--- src/rtl/scl_timer.sv ---
module scl_timer #(
  parameter int LO_W   = 5,
  parameter int HI_W   = 6,
  parameter int FREQ_W = 4
) (
  input  logic              clk,
  input  logic              rst_n,
  input  logic [LO_W+1:0]   ctl_reg,
  input  logic [HI_W-1:0]   ext_reg,
  input  logic [FREQ_W-1:0] freq_code,
  input  logic              scl_in,
  output logic              scl_low,
  output logic              fall_p,
  output logic              rise_p,
  output logic              bit_tick,
  output logic              data_chg
);
  localparam int SEL_W = LO_W + HI_W;
  localparam int CNT_W = SEL_W + 1;

  logic             en, fast;
  logic [SEL_W-1:0] sel;
  logic [CNT_W-1:0] sel_p1, low_len, high_len, low_last, high_last, mid, hold_pt, freq_x;
  logic             active, phase_hi;
  logic [CNT_W-1:0] cnt;

  assign en       = ctl_reg[LO_W];
  assign fast     = ctl_reg[LO_W+1];
  assign sel      = {ext_reg, ctl_reg[LO_W-1:0]};
  assign sel_p1   = {1'b0, sel} + CNT_W'(1);
  assign low_len  = sel_p1 + CNT_W'(1);
  assign high_len = fast ? (sel_p1 >> 1) + CNT_W'(1) : low_len;
  assign low_last  = low_len - CNT_W'(1);
  assign high_last = high_len - CNT_W'(1);
  assign mid       = high_len >> 1;
  assign freq_x    = CNT_W'(freq_code);
  assign hold_pt   = (freq_x < low_last) ? freq_x : low_last;

  always_ff @(posedge clk or negedge rst_n) begin
    if (!rst_n) begin
      active   <= 1'b0;
      phase_hi <= 1'b1;
      cnt      <= '0;
      fall_p   <= 1'b0;
      rise_p   <= 1'b0;
    end else begin
      fall_p <= 1'b0;
      rise_p <= 1'b0;
      if (!en) begin
        active   <= 1'b0;
        phase_hi <= 1'b1;
        cnt      <= '0;
      end else if (!active) begin
        active   <= 1'b1;
        phase_hi <= 1'b0;
        cnt      <= '0;
        fall_p   <= 1'b1;
      end else if (!phase_hi) begin
        if (cnt >= low_last) begin
          phase_hi <= 1'b1;
          cnt      <= '0;
          rise_p   <= 1'b1;
        end else begin
          cnt <= cnt + CNT_W'(1);
        end
      end else if (scl_in) begin
        if (cnt >= high_last) begin
          phase_hi <= 1'b0;
          cnt      <= '0;
          fall_p   <= 1'b1;
        end else begin
          cnt <= cnt + CNT_W'(1);
        end
      end
    end
  end

  assign scl_low  = active & ~phase_hi;
  assign bit_tick = active & phase_hi & scl_in & (cnt == mid);
  assign data_chg = scl_low & (cnt == hold_pt);
endmodule

--- config.mk ---
export PLATFORM = sky130hd
export DESIGN_NAME = scl_timer
export DESIGN_NICKNAME = d
export VERILOG_FILES = /design/src/rtl/scl_timer.sv
export SDC_FILE = /design/constraint.sdc
export NUM_CORES = 1
export LEC_CHECK = 0
export BUFFER_PORTS_ARGS = -buffer_cell sky130_fd_sc_hd__buf_2
export CAP_MARGIN = 40
export CELL_PAD_IN_SITES_DETAIL_PLACEMENT = 0
export CELL_PAD_IN_SITES_GLOBAL_PLACEMENT = 2
export CORE_MARGIN = 4
export CORE_UTILIZATION = 34
export DETAILED_ROUTE_END_ITERATION = 12
export PLACE_DENSITY_LB_ADDON = 0.1
export SLEW_MARGIN = 0
export SYNTH_ARGS = -nofsm -noshare
export SYNTH_HDL_FRONTEND = slang
export SYNTH_SLANG_ARGS = --single-unit
--- constraint.sdc ---
create_clock -name clk -period 3.4 [get_ports clk]
set_input_delay 0.17 -clock clk [delete_from_list [all_inputs] [get_ports clk]]
set_output_delay 0.17 -clock clk [all_outputs]
set_load 0.02 [all_outputs]
After elaboration in Yosys (flattened, before gate mapping)
Index checks and enable logic that the tools add are counted.

cells by class
  multiplexer cells = 23
  bitwise gates (word level) = 6
  magnitude comparators = 3
  $add $sub $neg = 6
  equality and inequality tests = 3

operators by type and width
  operator                                                               count
  12-bit 2-to-1 mux                                                      8
  11-bit by 1-bit adder with 12-bit output (second input constant)       2
  12-bit by 1-bit adder with 12-bit output (second input constant)       2
  12-bit greater-or-equal comparator                                     2
  12-bit by 1-bit subtractor with 12-bit output (second input constant)  2
  1-bit 2-to-1 mux                                                       15
  12-bit by 11-bit == test with 1-bit output                             1
  12-bit == test                                                         1
  4-bit by 12-bit < comparator with 1-bit output                         1
  1-bit AND                                                              5
  4-bit inequality test (second input constant)                          1
  1-bit NOT                                                              1

word-level totals
  register bits = 16
  logic and storage cells = 46
  input bits = 20
  output and inout port bits = 5

Logic depth before layout (Yosys ltp)
Gate-level depths: netlist of run 1.

  depth in word-level cells = 10
  mapped depth = 24
  mapped depth without buffers = 21

Worst setup path before layout of run 1
No wires, ideal clock.

  kind = input port to flip-flop
  start point = in ctl_reg[0]
  end point = reg cnt[6]
  cell stages on the path = 23
  setup time = 65 ps
  arrival = 4739 ps
  slack = -1404 ps
  cell sequence = buf_4 -> buf_2 -> inv_1 -> ha_1 -> inv_1 -> ha_1 -> nand2_1 -> a2111o_1 -> o211a_1 -> mux2i_1 -> and3_1 -> and4_1 -> nor3b_2 -> xor2_1 -> ha_1 -> a2111oi_0 -> nand2_1 -> a21oi_1 -> o311ai_0 -> a21o_1 -> clkbuf_1 -> o211ai_1 -> o21a_1

on the way
  word-level cells in the longest chain between the ends = 10
  elaborated cells on any way between the ends = 14

ends and longest elaborated chain
  what                                                                                                         line    RTL
  from (decl)                                                                                                  8       input logic [LO_W+1:0] ctl_reg,
  11-bit by 1-bit adder with 12-bit output (*)                                                                 30      assign sel_p1 = {1'b0, sel} + CNT_W'(1);
  12-bit by 1-bit adder with 12-bit output / 11-bit by 1-bit adder with 12-bit output (equally long branches)  31, 32
  12-bit 2-to-1 mux                                                                                            32      assign high_len = fast ? (sel_p1 >> 1) + CNT_W'(1) : low_len;
  12-bit by 1-bit subtractor with 12-bit output                                                                34      assign high_last = high_len - CNT_W'(1);
  12-bit greater-or-equal comparator                                                                           67      if (cnt >= high_last) begin
  12-bit 2-to-1 mux                                                                                            67
  12-bit 2-to-1 mux                                                                                            66      end else if (scl_in) begin
  12-bit 2-to-1 mux (*)                                                                                        58      end else if (!phase_hi) begin
  12-bit 2-to-1 mux (*)                                                                                        53      end else if (!active) begin
  12-bit 2-to-1 mux (*)                                                                                        49      if (!en) begin
  to (signal assigned)                                                                                         64      cnt <= cnt + CNT_W'(1);
  to (signal assigned)                                                                                         72      cnt <= cnt + CNT_W'(1);
  to (decl)                                                                                                    25      logic [CNT_W-1:0] cnt;

Mark *: on every way between the ends. The rest lies on a longest branch, timed or not. The select of a mux whose other input is x is not followed.
A chain may end at the register's enable or synchronous reset.

Final worst setup path of run 1
  start point = in ctl_reg[1]
  end point = reg cnt[6]

The elaborated chain is that of the path after synthesis.

==> key figures, run 1 <==
CTS
  – Clk sinks: 16
  – Clock H-tree levels: 1
  – Clk slew on worst S/H paths: 60 ps
  – Root buffer cell: clkbuf_8
  – CTS tree: yes
  – Cts bufs inserted: 3
  – Clk Latency, worst-skew pair: 250 ps
  – CTS max path bufs: 2

Drt
  – Post-route DRC: 0
  – Total detailed-routing wirelength: 9170 um
  – Antenna Nets Post-Route: 0
  – Via density: 5.17
  – First-pass DRT Iterations: 4
  – 1st-iter DRT viols: 48
  – Via count: 3178
  – WL/cell: 14.9 um

STA
  – Clock Skew: 4.39 ps
  – Final period utilization: 114%
  – Slew @ Worst Pin: 521 ps
  – Setup slack after layout: -481 ps
  – Setup Total Neg Slack: -5420 ps
  – Final Setup Violations: 14
  – Final Max Slew Viols: 0
  – Fin. Hold Viols: 0
  – Tmin final: 3880 ps
  – Worst slew margin: 65.0%
  – Unrepaired setup endpoints after global routing: true
  – F_max: 0.258 GHz

Flow run
  – Max cap viols: 0

GRT
  – Largest net degree at the start of global routing: 22
  – Vias in the first global route: 3235
  – First-pass GRT wire length: 15500 um
  – Grt ovf: 0
  – GRT Overall Usage: 16.7%
  – Initial antenna violation count: 0

Logic synthesis
  – EDFF count, synth: 0
  – Main flop type after synthesis: dfrtp_1
  – Synth top area share: 12.6%
  – Synth area leader: ha_1
  – Mean area per synthesized cell: 8.20 um^2
  – Async SR Flop Fraction: 100%
  – Sequential area share after synthesis: 12.6%
  – Ys Warns: 0
  – Yosys cell types: 78
  – Synth top area cells: ha_1 13%, dfrtp_1 12%, xnor2_1 9.4%, xor2_1 6.6%, a21o_1 4.0%
  – Yosys reg bits: 16
  – Post-Syn Area: 0.00318 mm^2
  – Net Count, Synth: 440
  – Post-synthesis cell count: 388

Outcome
  – Status: complete, but fails checks
  – Violated checks: setup timing

Die
  – Die Y: 105 um
  – Die area: 0.0110 mm^2
  – Core area: 0.00920 mm^2
  – IO Pins: 25
  – Die width: 105 um
  – Rows: 35
  – Initial core utilization: 34.6%

Setup path
  – CP max stage delay: 380 ps
  – Critical Path End Type: flip-flop
  – Worst Path Max Fanout: 21
  – CP Launch Type: input port
  – CP cell instances: buf_8 -> buf_6 -> ha_4 -> inv_4 -> ha_4 -> nor2b_4 -> or3_4 -> and2_4 -> or2_4 -> nor4b_4 -> nand2_1 -> xnor2_1 -> ha_1 -> a2111oi_4 -> nand2_1 -> a21oi_2 -> o31ai_2 -> a21o_1 -> buf_12 -> o211ai_1 -> o21a_1
  – Crit. Startpoint: ctl_reg[1]
  – Critical R2R Launch: cnt[0]
  – Worst EP required: 3600 ps
  – Arr. time, crit path: 4080 ps
  – Worst Path Buf+Inv: 4
  – Setup CP Type: in -> reg
  – Delay-heaviest family, CP: simple AND/OR/NAND/NOR gates
  – CP max stage cell: or3_4

Layout
  – Commonest non-fill, non-tap cell in the layout: buf_4
  – Final nets: 557
  – Non-Filler Instances: 615
  – Ant diodes: 0
  – Share of cells above drive strength 1: 41.3%
  – Most frequent cells in the layout: 99 x buf_4, 33 x xnor2_1, 27 x ha_1
  – Final instance area: 0.00456 mm^2
  – Area grow syn2layout: 43.4%

Worst hold path
  – HP Class: in -> reg
  – Hold Crit Start: ctl_reg[5]

Placed design
  – Dpl hpwl: 7640 um
  – Final Wtd Congestion: 0.820
  – Pre-CTS worst setup slack: -992 ps
  – IO buf count: 24
  – Placed cell area: 0.00423 mm^2
  – Placed Cells: 598

Power and ir drop
  – PwrDens: 186 mW/mm^2
  – Tot Pwr: 849 uW
  – Max IR drop VDD: 0.000110 V
  – Leakage: 0.00213 uW
## synthesized netlist by cell type, types with 4 or more instances
cell type	number
o21a_1	6
and3_1	13
and4_1	4
a21o_1	17
inv_1	12
buf_4	5
o21ai_0	18
nor3_1	8
nand3_1	14
nor2b_1	4
nor3b_1	6
nand2_1	22
xnor2_1	34
ha_1	32
o22ai_1	4
dfrtp_1	15
nand4_1	7
mux2i_1	8
or3_1	5
a21oi_1	10
nor2_1	20
xor2_1	24
o211ai_1	6
clkbuf_1	7
nand2b_1	5
nor4_1	8
## cell families (layout without fill, tap and decap cells)
logic type	count (synthesis)	count (layout)	share of synthesized area (%)
and+or+nand+nor	146	146	28.4
AOI/OAI and AO/OA	90	90	20.6
xor gates and xnor gates	60	60	17.0
buffers and inverters	34	150	5.50
adders and majority gates	32	32	12.6
DFF	16	16	12.6
muxes	10	10	3.34
## final timing paths
check	endpoint	slack, ps	cells past startpoint
min	active	90	1
max	cnt[6]	-480	21
max in group asynchronous	phase_hi	2730	2
min in group asynchronous	cnt[0]	350	2
max reg2reg	cnt[6]	560	13
min reg2reg	cnt[0]	610	1
## state kept, by name, indices dropped and copies added, names as in the netlist
name / cells
active: 1
cnt: 12
fall_p: 1
phase_hi: 1
rise_p: 1
## per-stage QoR
stage               util [%]  hold WS [ps]
floorplan                  -          -126
global placement        45.9           106
detailed placement      45.9           109
CTS                     48.0          82.2
global route            49.6          84.4
finish                  49.6          88.5
## cell type report
cell class	instances	area (um^2)
Multi-Input combinational cell	338	2900
Clock buffer	4	45.0
Inverter	14	60.1
Timing Repair Buffer	132	1020
Sequential cell	16	402
Tap cell	111	139
Fill cell	923	4630
## power by group
part           switching, uW  total [uW]  internal, uW
Sequential              3.70         198           195
Clock                   66.2         149          83.2
Combinational            239         501           261
## metal layers
layer,wire (um),track usage [%]
met2,4820,32.2
met4,111,3.66
met3,127,0.865
met5,0,0
met1,4100,20.2
## worst register-to-register path, stage by stage, from the launching register on
cell and delay, ps:
dfrtp_1 450, inv_1 160, ha_1 310, nand2b_1 140, a21o_1 180, a21o_1 170, a21o_1 170, a21o_1 210
a21oi_2 180, o311ai_2 120, a21o_1 230, buf_12 160, o211ai_1 160, o21a_1 140
## repair_timing
action                                 CTS  global route
hold buffers                             1             0
resized for setup                       21            25
pin swaps                               12            20
setup endpoints to repair               16            17
endpoints found under the hold margin   15             0
setup buffers                            7             6
(Power assumes the default switching activity.)
==> inputs of run 2 (changes only) <==
CORE_MARGIN = default   (was 4)
CORE_UTILIZATION = 35   (was 34)
clock period = 4.6 ns   (was 3.4 ns; I/O delays follow)
==> run 2 against run 1 <==
Compared with the run above:
- the run now ends clean
- non-clock buffer count shrank 66
- die area down 14%
- global-route usage increased by 1.6 points
- critical path depth fell by 1
- routed wire length decreased by 8.3%
==> key figures, run 2 (synthesis gave the netlist of run 1 again) <==
Setup path
  – Setup CP Type: in -> reg
  – CP max stage cell: a2111o_1
  – CP max stage delay: 430 ps
  – Worst EP required: 4800 ps
  – CP most frequent cell: nand2_1
  – CP Launch Type: input port
  – Worst Path Max Fanout: 21
  – Critical Path End Type: flip-flop
  – Worst Path Buf+Inv: 3
  – CP cell instances: buf_2 -> ha_1 -> xor2_1 -> ha_2 -> nand2_1 -> a2111o_1 -> o211a_1 -> buf_4 -> nor4b_4 -> nand2_1 -> xnor2_1 -> ha_1 -> a2111oi_2 -> nand2_1 -> a21oi_1 -> o31ai_1 -> a21o_1 -> buf_12 -> nor3b_1 -> a21o_1
  – Delay-heaviest family, CP: compound AO/OA/AOI/OAI gates
  – Arr. time, crit path: 4410 ps

Power and ir drop
  – Tot Pwr: 557 uW
  – Max IR drop VDD: 0.0000938 V
  – Leakage: 0.00175 uW
  – PwrDens: 149 mW/mm^2

Layout
  – Non-Filler Instances: 546
  – Commonest non-fill, non-tap cell in the layout: buf_4
  – Most frequent cells in the layout: 40 x buf_4, 34 x xnor2_1, 30 x ha_1
  – Area grow syn2layout: 17.3%
  – Share of cells above drive strength 1: 23.1%
  – Ant diodes: 0
  – Largest register FFs: 12
  – Number of fill cells: 920
  – Final nets: 491
  – Most flop-heavy register: cnt

Drt
  – Via density: 5.47
  – Antenna Nets Post-Route: 0
  – Post-route DRC: 0
  – 1st-iter DRT viols: 94
  – First-pass DRT Iterations: 4
  – Via count: 2989
  – Total detailed-routing wirelength: 8410 um
  – WL/cell: 15.4 um

Die
  – Die area: 0.00948 mm^2
  – IO Pins: 25
  – Initial core utilization: 36.3%
  – Die Y: 97.4 um
  – Rows: 34
  – Die width: 97.4 um
  – Core area: 0.00876 mm^2

Placed design
  – Dpl hpwl: 7000 um
  – Final Wtd Congestion: 0.816
  – Pre-CTS worst setup slack: 53.7 ps
  – Placed Cells: 541
  – IO buf count: 24

STA
  – Final Setup Violations: 0
  – Final period utilization: 91.7%
  – Setup Total Neg Slack: 0 ps
  – Clock Skew: 5.46 ps
  – Worst slew margin: 62.9%
  – Unrepaired setup endpoints after global routing: false
  – Slew @ Worst Pin: 552 ps
  – Setup slack after layout: 383 ps
  – Fin. Hold Viols: 0
  – F_max: 0.237 GHz
  – Tmin final: 4220 ps
  – Hold WS: 149 ps
  – Final Max Slew Viols: 0

Flow run
  – Max cap viols: 0

GRT
  – Largest net degree at the start of global routing: 22
  – First-pass GRT wire length: 14300 um
  – Initial antenna violation count: 0
  – Vias in the first global route: 2841
  – Grt ovf: 0
  – GRT Overall Usage: 18.3%

CTS
  – Clk Latency, worst-skew pair: 250 ps
  – Cts bufs inserted: 3
  – CTS tree: yes
  – Root buffer cell: clkbuf_8
  – Clock H-tree levels: 1
  – Clk slew on worst S/H paths: 70 ps
  – Clk sinks: 16
  – CTS max path bufs: 2

Outcome
  – Status: finished clean

Worst hold path
  – HP Class: in -> reg
## run 2: per-stage QoR
stage	util [%]	area, um^2
6_report	42.6	3730
5_1_grt	42.6	3730
4_1_cts	42.4	3720
3_5_place_dp	41.7	3650
3_3_place_gp	41.7	3650
2_1_floorplan	-	3200
## run 2: power breakdown
group	total (uW)	internal [uW]	switching [uW]
Combinational	283	130	153
Sequential	146	144	2.61
Clock	128	76.0	51.7
Total	557	349	208
## run 2: worst register-to-register path, cell delays in order (launching register included)
cell and delay, ps:
dfrtp_1 440, inv_1 180, ha_1 260, nand2b_1 150
a21o_1 180, a21o_1 180, a21o_1 180, a21o_1 190
a21oi_1 260, o31ai_1 150, a21o_1 200, buf_12 150
nor3b_1 230, a21o_1 110
## run 2: what timing repair did
item / CTS / global route
hold buffers: 1 / 0
endpoints found under the hold margin: 15 / 0
gates resized for setup: 0 / 3
setup buffers: 0 / 0
setup endpoints to repair: 0 / 9
## run 2: layout make-up
| class | count | area (um^2) | share of cell area [%] |
|---|---|---|---|
| Multi-Input combinational cell | 338 | 2640 | 70.7 |
| Timing Repair Buffer | 66 | 450 | 12.1 |
| Sequential cell | 16 | 402 | 10.8 |
| Tap cell | 108 | 135 | 3.62 |
| Clock buffer | 4 | 55.1 | 1.47 |
| Inverter | 14 | 52.6 | 1.41 |
## run 2: path summary, 6_finish.rpt
check                      slack (ps)  cells past startpoint  startpoint  endpoint
max                               380                     20  ctl_reg[0]    cnt[5]
min                               150                      1  ctl_reg[5]    active
max reg2reg                      1690                     13      cnt[0]    cnt[5]
min reg2reg                       600                      1      cnt[0]    cnt[0]
max in group asynchronous        3850                      2       rst_n  phase_hi
min in group asynchronous         430                      2       rst_n    cnt[0]
## run 2: routing by layer
layer	vias up	share of wire, %	global-route usage, %
li1	1535	-	-
met1	1423	55	29.1
met2	27	43	26.8
met3	4	1.5	2.37
met4	0	0.33	1.47
met5	-	0	0
==> inputs of run 3 (changes only) <==
==> constraint.sdc (replaced) <==
create_clock -name clk -period 4.6 [get_ports clk]
set_input_delay 0.46 -clock clk [delete_from_list [all_inputs] [get_ports clk]]
set_output_delay 0.46 -clock clk [all_outputs]
set_load 0.02 [all_outputs]
==> run 3 against run 2 <==
Compared with the run above:
- sequential cell count did not move
- first-iteration DRC count up 3.2%
- power is 4.7% higher
- via count increased by 2.6%
- register-to-register slack improved by 80 ps
- core utilization is 2.7 points higher
- design area grew 6.3%
- critical path type unchanged
==> key figures, run 3 (synthesis gave the netlist of run 1 again) <==
Layout
  – Commonest non-fill, non-tap cell in the layout: buf_4
  – Largest register FFs: 12
  – Area grow syn2layout: 24.7%
  – Most flop-heavy register: cnt
  – Final nets: 514
  – Non-Filler Instances: 569
  – Most frequent cells in the layout: 63 x buf_4, 34 x xnor2_1, 29 x ha_1
  – Ant diodes: 0
  – Number of fill cells: 894
  – Share of cells above drive strength 1: 28.6%

GRT
  – Grt ovf: 0
  – Vias in the first global route: 2926
  – GRT Overall Usage: 18.6%
  – Largest net degree at the start of global routing: 22
  – Initial antenna violation count: 0
  – First-pass GRT wire length: 14600 um

Setup path
  – Arr. time, crit path: 4500 ps
  – Worst Path Buf+Inv: 4
  – R2R setup slack: 1770 ps
  – FF-to-FF path depth: 13
  – CP Launch Type: input port
  – Critical R2R Launch: cnt[0]
  – Reg2Reg Capture Point: cnt[8]
  – Delay-heaviest family, CP: compound AO/OA/AOI/OAI gates
  – Setup CP Type: in -> reg
  – Critical Path End Type: flip-flop
  – CP max stage delay: 340 ps
  – CP max stage cell: a2111oi_4
  – Worst EP required: 4800 ps
  – CP cell instances: buf_2 -> ha_2 -> buf_6 -> and2_4 -> a32o_1 -> o2111ai_4 -> buf_4 -> xor2_1 -> a21oi_1 -> and3_4 -> and4_1 -> nor3b_2 -> xor2_1 -> ha_1 -> a2111oi_4 -> nand2_1 -> a21oi_2 -> o311ai_0 -> a21o_1 -> buf_12 -> o21ai_0 -> a21o_1
  – Worst Path Max Fanout: 21

Drt
  – Via density: 5.39
  – Total detailed-routing wirelength: 8690 um
  – Antenna Nets Post-Route: 0
  – 1st-iter DRT viols: 97
  – Via count: 3067
  – WL/cell: 15.3 um
  – First-pass DRT Iterations: 4
  – Post-route DRC: 0

STA
  – Slew @ Worst Pin: 615 ps
  – Setup Total Neg Slack: 0 ps
  – Final Setup Violations: 0
  – Setup slack after layout: 297 ps
  – Fin. Hold Viols: 0
  – Tmin final: 4300 ps
  – Clock Skew: 1.71 ps
  – Hold WS: 118 ps
  – F_max: 0.232 GHz
  – Final Max Slew Viols: 0
  – Worst slew margin: 58.7%
  – Final period utilization: 93.6%

Placed design
  – Final Wtd Congestion: 0.778
  – Pre-CTS worst setup slack: -90.8 ps
  – IO buf count: 24
  – Placed Cells: 565
  – Dpl hpwl: 7120 um

Die
  – Die area: 0.00948 mm^2
  – Rows: 34
  – Die width: 97.4 um
  – Initial core utilization: 36.3%
  – Die Y: 97.4 um
  – Core area: 0.00876 mm^2
  – IO Pins: 25

CTS
  – Clk slew on worst S/H paths: 70 ps
  – Cts bufs inserted: 3
  – Root buffer cell: clkbuf_8
  – CTS tree: yes
  – Hold buffers post-CTS: 0
  – Clock H-tree levels: 1
  – CTS max path bufs: 2
  – Clk Latency, worst-skew pair: 250 ps
  – Clk sinks: 16

Outcome
  – Status: finished clean

Worst hold path
  – HP Class: in -> async

Power and ir drop
  – PwrDens: 147 mW/mm^2
  – Leakage: 0.00187 uW
  – Max IR drop VDD: 0.0000915 V
  – Tot Pwr: 583 uW

Flow run
  – Max cap viols: 0
[run 3: metal layers]
layer  up-vias  global-route usage, %  part of all wire (%)  routed length, um
met5         -                      0                     0                  0
li1       1584                      -                     -                  -
met1      1437                   29.4                    54               4730
met4         0                   1.36                  0.26                 23
met2        41                   27.8                    42               3690
met3         5                   2.37                   2.8                247
[run 3: area by class of cell]
class / instances / area, um^2 / share of cell area (%)
multi-input cells: 338 / 2700 / 68.0
repair buffers: 89 / 624 / 15.7
flip-flops and latches: 16 / 402 / 10.1
well taps: 108 / 135 / 3.40
clock buffers: 4 / 55.1 / 1.39
inverters: 14 / 52.6 / 1.32
[run 3: power by group]
group	switching (uW)	internal [uW]
Clock	53.2	76.1
Combinational	159	148
Sequential	2.49	144
[run 3: through the flow]
| stage | instance area [um^2] | util, % |
|---|---|---|
| final | 3970 | 45.3 |
| after global routing | 3970 | 45.3 |
| after CTS | 3930 | 44.8 |
| after detailed placement | 3870 | 44.2 |
| after global placement | 3870 | 44.2 |
| after floorplan | 3240 | - |
[run 3: worst max-delay path by stage]
stage | startpoint | endpoint | slack (ps) | cells past startpoint
4_1_cts | ctl_reg[0] | cnt[8] | 170 | 22
6_report | ctl_reg[0] | cnt[8] | 300 | 22
5_1_grt | ctl_reg[0] | cnt[9] | -20 | 22
3_5_place_dp | ctl_reg[0] | cnt[6] | -90 | 22
2_1_floorplan | ctl_reg[0] | cnt[6] | -2 | 22
3_3_place_gp | ctl_reg[0] | cnt[6] | -30 | 20
[run 3: timing repair]
item	CTS	global route
setup buffers	0	0
gates resized for setup	0	8
setup endpoints to repair	0	12
